===== src/rtl/qms_pkg.sv =====
package qms_pkg;
  typedef enum logic [1:0] {
    QMS_HOLD  = 2'd0,
    QMS_SHIFT = 2'd1,
    QMS_LOAD  = 2'd2
  } qms_op_e;
endpackage


===== src/rtl/qms_fall_detect.sv =====
module qms_fall_detect (
  input  logic clk,
  input  logic rst_n,
  input  logic sig_i,
  output logic prev_o,
  output logic fall_o
);
  always_ff @(posedge clk or negedge rst_n) begin
    if (!rst_n) prev_o <= 1'b0;
    else        prev_o <= sig_i;
  end

  assign fall_o = prev_o & ~sig_i;


  reset_prev_chk: assert property (@(posedge clk) disable iff (!rst_n)
    $rose(rst_n) |-> !prev_o);
endmodule


===== src/rtl/qms_op_decode.sv =====
module qms_op_decode
  import qms_pkg::*;
(
  input  logic    sh_fall_i,
  input  logic    ld_fall_i,
  input  logic    mode_i,
  output qms_op_e op_o
);
  always_comb begin
    op_o = QMS_HOLD;
    if (mode_i) begin
      if (ld_fall_i) op_o = QMS_LOAD;
    end else begin
      if (sh_fall_i) op_o = QMS_SHIFT;
    end
  end
endmodule


===== src/rtl/qms_stage_array.sv =====
module qms_stage_array
  import qms_pkg::*;
#(
  parameter int WIDTH = 4
) (
  input  logic             clk,
  input  logic             rst_n,
  input  qms_op_e          op_i,
  input  logic             ser_i,
  input  logic [WIDTH-1:0] par_i,
  output logic [WIDTH-1:0] q_o
);
  localparam int LAST = WIDTH - 1;

  logic [WIDTH-1:0] shift_src;

  for (genvar k = 0; k < WIDTH; k++) begin : g_stage
    if (k == 0) begin : g_head
      assign shift_src[k] = ser_i;
    end else begin : g_body
      assign shift_src[k] = q_o[k-1];
    end

    always_ff @(posedge clk or negedge rst_n) begin
      if (!rst_n) begin
        q_o[k] <= 1'b0;
      end else begin
        case (op_i)
          QMS_SHIFT: q_o[k] <= shift_src[k];
          QMS_LOAD:  q_o[k] <= par_i[k];
          default:   q_o[k] <= q_o[k];
        endcase
      end
    end
  end


  tail_shift_chk: assert property (@(posedge clk) disable iff (!rst_n)
    (op_i == QMS_SHIFT) |=> q_o[LAST] == $past(q_o[LAST-1]));
endmodule


===== src/rtl/quad_mode_shreg.sv =====
module quad_mode_shreg
  import qms_pkg::*;
#(
  parameter int WIDTH = 4
) (
  input  logic             clk,
  input  logic             rst_n,
  input  logic             sh_stb_i,
  input  logic             ld_stb_i,
  input  logic             mode_i,
  input  logic             ser_i,
  input  logic [WIDTH-1:0] par_i,
  output logic [WIDTH-1:0] q_o
);
  logic    sh_prev, ld_prev;
  logic    sh_fall, ld_fall;
  qms_op_e op;

  qms_fall_detect u_sh_edge (
    .clk(clk), .rst_n(rst_n), .sig_i(sh_stb_i), .prev_o(sh_prev), .fall_o(sh_fall)
  );

  qms_fall_detect u_ld_edge (
    .clk(clk), .rst_n(rst_n), .sig_i(ld_stb_i), .prev_o(ld_prev), .fall_o(ld_fall)
  );

  qms_op_decode u_dec (
    .sh_fall_i(sh_fall), .ld_fall_i(ld_fall), .mode_i(mode_i), .op_o(op)
  );

  qms_stage_array #(.WIDTH(WIDTH)) u_regs (
    .clk(clk), .rst_n(rst_n), .op_i(op), .ser_i(ser_i), .par_i(par_i), .q_o(q_o)
  );


  load_copy_chk: assert property (@(posedge clk) disable iff (!rst_n)
    (mode_i && ld_prev && !ld_stb_i) |=> q_o == $past(par_i));


  shift_head_chk: assert property (@(posedge clk) disable iff (!rst_n)
    (!mode_i && sh_prev && !sh_stb_i) |=> q_o[0] == $past(ser_i));


  wrong_strobe_chk: assert property (@(posedge clk) disable iff (!rst_n)
    ((mode_i && !(ld_prev && !ld_stb_i)) || (!mode_i && !(sh_prev && !sh_stb_i)))
      |=> $stable(q_o));


  idle_hold_chk: assert property (@(posedge clk) disable iff (!rst_n)
    (!(sh_prev && !sh_stb_i) && !(ld_prev && !ld_stb_i)) |=> $stable(q_o));
endmodule


===== config.mk =====
export PLATFORM = sky130hd
export DESIGN_NAME = quad_mode_shreg
export DESIGN_NICKNAME = d
export VERILOG_FILES = /design/src/rtl/qms_pkg.sv /design/src/rtl/qms_fall_detect.sv /design/src/rtl/qms_op_decode.sv /design/src/rtl/qms_stage_array.sv /design/src/rtl/quad_mode_shreg.sv
export SDC_FILE = /design/constraint.sdc
export NUM_CORES = 1
export LEC_CHECK = 0
export ABC_AREA = 1
export BUFFER_PORTS_ARGS = -buffer_cell sky130_fd_sc_hd__buf_2
export CORE_AREA = 3 3 40 42
export CTS_CLUSTER_DIAMETER = 50
export DETAILED_ROUTE_END_ITERATION = 8
export DIE_AREA = 0 0 43 45
export PLACE_DENSITY_LB_ADDON = 0.3
export SYNTH_ARGS = -nofsm -noshare
export SYNTH_HDL_FRONTEND = slang
export SYNTH_SLANG_ARGS = --single-unit

===== constraint.sdc =====
create_clock -name clk -period 0.8 [get_ports clk]
set_input_delay 0.16 -clock clk [delete_from_list [all_inputs] [get_ports clk]]
set_output_delay 0.16 -clock clk [all_outputs]
set_load 0.01 [all_outputs]

# Word-level counts from Yosys, hierarchy flattened
# Index checks and enable logic that the tools add are counted.
[totals] ff_bits=6 input_bits=10 output_inout_bits=4
[op_classes] n_eq_ne=2 muxes=7 bitwise=4 reduce_logical=1
[ops] operator="$pmux 1 s2" n=4
[ops] operator="$mux 2" n=2
[ops] operator="$and 1x1->1" n=2
[ops] operator="$eq 2x1->1 const B" n=1
[ops] operator="$eq 2x2->1 const B" n=1
[ops] operator="$not 1->1" n=2
[ops] operator="$reduce_bool 2->1" n=1
[ops] operator="$mux 1" n=1

# Depth between registers and ports, before layout
[depth] word_depth=6 ltp_mapped=6 depth_no_buf=6

# Cells and area by module
# A second synthesis with hierarchy kept.
[unflattened] cells_unflattened=46 area_unflattened_um2=319.1
[by_module_without_submodules] mod="qms_stage_array" instances=1 cells_each=36 area_each_um2=234.0
[by_module_without_submodules] mod="qms_fall_detect" instances=2 cells_each=3 area_each_um2=35.0
[by_module_without_submodules] mod="qms_op_decode" instances=1 cells_each=4 area_each_um2=15.0

# Worst setup path after synthesis
# Ideal clock, no wire load.
[synth_path] kind="flip-flop to flip-flop" startpoint="register u_ld_edge.prev_o" endpoint="register u_regs.q_o[0]" setup_ns=0.116 t_arrival_ns=0.727 required_ns=0.684 slack_ns=-0.044 stages_incl_launch_ff=6 synth_period_minus_slack_ns=0.844 cell_sequence="dfrtp_1 > nand3_4 > nand2_2 > inv_2 > nand2_1 > nand2_1"
[synth_between] elab_chain_cells=5 elab_cells_between_ends=7 cone_classes="eq/ne (2); mux (3); bitwise (1); reduce/logical (1)"
[synth_rtl] element="start: declaration" line="qms_fall_detect.sv:5" rtl="output logic prev_o,"
[synth_rtl] element="start signal: assignment" line="qms_fall_detect.sv:10" rtl="else prev_o <= sig_i;"
[synth_rtl] element="$and 1x1->1 *" line="qms_fall_detect.sv:13" rtl="assign fall_o = prev_o & ~sig_i;"
[synth_rtl] element="$mux 2 *" line="qms_op_decode.sv:12" rtl="if (ld_fall_i) op_o = QMS_LOAD;"
[synth_rtl] element="$mux 2 *" line="qms_op_decode.sv:11" rtl="if (mode_i) begin"
[synth_rtl] element="$eq 2x2->1 or $eq 2x1->1 (tied branches)" line="qms_stage_array.sv:28" rtl="case (op_i)"
[synth_rtl] element="$pmux 1 s2 or $reduce_bool 2->1 (tied branches)"
[synth_rtl] element="end signal: indexed assignment" line="qms_stage_array.sv:29" rtl="QMS_SHIFT: q_o[k] <= shift_src[k];"
[synth_rtl] element="end signal: indexed assignment" line="qms_stage_array.sv:30" rtl="QMS_LOAD: q_o[k] <= par_i[k];"
[synth_rtl] element="end signal: indexed assignment" line="qms_stage_array.sv:31" rtl="default: q_o[k] <= q_o[k];"
[synth_rtl] element="end: declaration" line="qms_stage_array.sv:11" rtl="output logic [WIDTH-1:0] q_o"
# Every way passes the cells marked *; elsewhere a longest branch is shown, timed or not.
# A chain may end at the register's enable or synchronous reset.

# Worst setup path after layout
[layout_path] startpoint="register u_regs.q_o[3]" endpoint="output port q_o[3]"
[layout_rtl] element="end: declaration" line="quad_mode_shreg.sv:13" rtl="output logic [WIDTH-1:0] q_o"
# No word-level cell between the ends.

==> results.env <==
RUN_STATUS='complete, but fails checks'
VIOLATED_CHECKS='setup timing'
GRT_ANTENNA_BEFORE_REPAIR=0
GRT_START_MAX_NET_PINS=7
GRT_REMAINING_OVERFLOW=0
VIA_COUNT=306
ANTENNA_CELLS=0
DPL-INSTANCE-AREA_UM2=377
YOSYS.AREA_SHARE.ADDER=0
CRITICAL_PATH.CELL_CHAIN='buf_2'
TOTALWIRELENGTH_UM=711
CLOCK_SKEW_PS=0.0754
SYN-MEAN-INSTANCE-AREA_UM2=8.61
SLEW_VIOL_FINAL=0
RSZ0062_AT_GRT='yes'
DRT_PASS1_ITERATIONS=4
SETUP.REG_TO_REG.WORST_SLACK_PS=-60
YOSYS_REGISTER_BITS=6
FINAL-SETUP-VIOL-COUNT=8
CLK_SINK_COUNT=6
FINAL_MIN_PERIOD_OVER_CLOCK_PERIOD=1.14
GRT_FIRST_PASS_WIRELENGTH_UM=1090
DIE_AREA_UM2=1940
RELSLEWSLACK=0.877
FIN_AREA_UM2=453
GRT_USE_TOTAL=0.0797
YS_TYPES=9
MIN_PERIOD_PS=913
SORT_OF_ELEMENT_AT_THE_END_OF_THE_CRITICAL_PATH='primary output'
DR.FIRST_ITER.DRC_COUNT=2
SYNTH-SIMPLE-AREA-SHARE=0.423
CRITICAL_PATH.MAX_FANOUT=2
CLOCK_INSERTION_DELAY_WORST_SKEW_PS=240
LAYOUT_CELLS_SIZED_ABOVE_1=0.518
FLOORPLAN.IO_PINS=14
FIRST_GLOBAL_VIAS=297
DRCVIOLATIONCOUNT=0
EFFECTIVE_UTILIZATION_AT_FLOORPLAN=0.228
CP_SLOWEST_CELL='sky130_fd_sc_hd__dfrtp_1'
PLACE.DETAILED.INSTANCES=62
SYN_NETS=44
DRT-VIAS-PER-INSTANCE=4.31
WORSTSETUPSTARTPOINTTYPE='register'
SYNTH-XOR-AREA-SHARE=0
CTS_TREE='done'
WORST_SLACK_PS=-113
DIE_SPAN_X_UM=43
FIN_HOLD_WS_PS=43.5
AREAGROWTHSYNTHTOFINISH_PCT=54.7
SYNTH_COMPOUND_GATE_AREA_SHARE=0
PORT-BUFFER-COUNT=13
WORST_SETUP_HOLD_PATH_CLK_SLEW_PS=40
CTS_BUFFERS=3
CTS.ROOT.BUFFER_CELL='sky130_fd_sc_hd__clkbuf_4'
DIE_Y_UM=45
CRITICALPATHCATEGORY='register to primary output'
DRTANTENNAVIOLNETS=0
DETAILED_PLACE_HPWL_UM=543
IR_WORST_VDD_mV=0.828
FINAL_CORE_UTIL=0.352
WORSTMARGINPINSLEW_PS=185
CLOCK_TREE.BUFFER_DEPTH=2
CAP_VIOLATIONS=0
SEQUENTIAL_FRACTION_OF_THE_SYNTHESIS_AREA=0.513
DETAIL_ROUTE.WL_PER_CELL_UM=10.0
WORSTHOLDPATHTYPE='input port to register'
YOSYS_WARNING_COUNT=0
SYNTH_TOP_FAMILY_BY_AREA='simple AND/OR/NAND/NOR gates'
ROUTABILITYCONGESTION=0.629
CRIT_ARRIVAL_PS=750
DATA_REQUIRED_TIME_OF_THE_WORST_PATH_PS=640
FINALNONFILLERCELLS=71
MUXSHAREOFSYNTHAREA=0
STD_CELL_ROWS=13
CORE_REGION_AREA_UM2=1280
CTS-HTREE-LEVELS=1
ACHIEVABLE-FREQUENCY_GHz=1.10
TIMING.CRITICAL_PATH.BUF_INV=1
NETLIST_INSTANCES=34
SYNTH.CELL_AREA_UM2=293
POWER-PER-CELL-AREA_nW_PER_UM2=1980
LEAKAGE_uW=0.000256
HOLD_VIOL_FINAL=0
SLOWEST_DELAY_PS=380
FINAL_STAGE_NET_COUNT=68
PATH_DELAY_FAMILY='flip-flops'
cell usage in the layout (no fill, tap or decap):
| master | instances |
|---|---|
| sky130_fd_sc_hd__dlygate4sd3_1 | 1 |
| sky130_fd_sc_hd__dfrtp_1 | 5 |
| sky130_fd_sc_hd__inv_2 | 3 |
| sky130_fd_sc_hd__dfrtp_2 | 1 |
| sky130_fd_sc_hd__nand3_2 | 2 |
| sky130_fd_sc_hd__buf_2 | 13 |
| sky130_fd_sc_hd__nand2_2 | 1 |
| sky130_fd_sc_hd__nand3_4 | 1 |
| sky130_fd_sc_hd__nand3_1 | 3 |
| sky130_fd_sc_hd__nand4_1 | 4 |
| sky130_fd_sc_hd__buf_4 | 5 |
| sky130_fd_sc_hd__nand2_1 | 12 |
| sky130_fd_sc_hd__clkbuf_4 | 3 |
| sky130_fd_sc_hd__inv_1 | 2 |
per-layer routing:
metal | vias up | GRT usage | wire (um)
li1 | 156 | - | -
met1 | 143 | 0.0690 | 256
met2 | 7 | 0.141 | 410
met3 | 0 | 0.0319 | 44
met4 | 0 | 0.0723 | 0
met5 | - | 0 | 0
registers in the layout (all words and copies together), names as in the netlist:
| register | flops |
|---|---|
| u_ld_edge.prev_o | 1 |
| u_regs.q_o | 4 |
| u_sh_edge.prev_o | 1 |
cell usage after synthesis:
cell,number,area [um2]
sky130_fd_sc_hd__nand3_1,4,20.0
sky130_fd_sc_hd__nand2_1,12,45.0
sky130_fd_sc_hd__inv_1,3,11.3
sky130_fd_sc_hd__nand2_2,1,6.26
sky130_fd_sc_hd__inv_2,2,7.51
sky130_fd_sc_hd__nand3_2,1,10.0
sky130_fd_sc_hd__dfrtp_1,6,150
sky130_fd_sc_hd__nand3_4,1,17.5
sky130_fd_sc_hd__nand4_1,4,25.0
metrics by stage:
step                power (uW)  setup slack, ps  TNS (ps)
finish                     898             -113      -637
global route               959             -147      -982
CTS                        890             -121      -605
detailed placement         566             -102      -283
global placement           565            -90.7      -243
floorplan                  474            -28.0     -56.0
worst paths after layout:
kind	cells after the start	to	from
setup / recovery	1	q_o[3]	u_regs.q_o[3]$_DFFE_PN0P_
hold / removal	1	u_sh_edge.prev_o$_DFF_PN0_	sh_stb_i
setup reg to reg	5	u_regs.q_o[2]$_DFFE_PN0P_	u_ld_edge.prev_o$_DFF_PN0_
hold reg to reg	3	u_regs.q_o[0]$_DFFE_PN0P_	u_regs.q_o[0]$_DFFE_PN0P_
max in group asynchronous	2	u_ld_edge.prev_o$_DFF_PN0_	rst_n
min in group asynchronous	2	u_regs.q_o[2]$_DFFE_PN0P_	rst_n
logic make-up (layout without fill, tap and decap cells):
family                 Yosys count  in the layout
buffers and inverters            5             27
flip-flops                       6              6
AND/OR/NAND/NOR                 23             23
worst reg2reg max path, cell delays in order (launching register included):
cell                      delay (ps)
sky130_fd_sc_hd__dfrtp_2         400
sky130_fd_sc_hd__nand3_4         110
sky130_fd_sc_hd__nand2_1          80
sky130_fd_sc_hd__nand2_1          50
sky130_fd_sc_hd__nand2_1          60
sky130_fd_sc_hd__nand2_1          50
final cells by class:
type / instances / area, um2
fillers: 146 / 832
flip-flops and latches: 6 / 151
multi-input cells: 23 / 129
repair buffers: 19 / 113
clock buffers: 3 / 22.5
inverters: 5 / 18.8
well taps: 15 / 18.8
where the power goes:
part | internal (uW) | switching [uW] | total [uW]
Clock | 169 | 95.9 | 265
Combinational | 134 | 121 | 256
Sequential | 351 | 26.9 | 378
what timing repair did:
| action | 4_1_cts | 5_1_grt |
|---|---|---|
| endpoints found under the hold margin | 6 | 0 |
| setup endpoints to repair | 8 | 8 |
| pin swaps | 0 | 2 |
| gates resized for setup | 3 | 0 |
| setup buffers | 3 | 2 |
| hold buffers | 1 | 0 |
(Power assumes the default switching activity.)
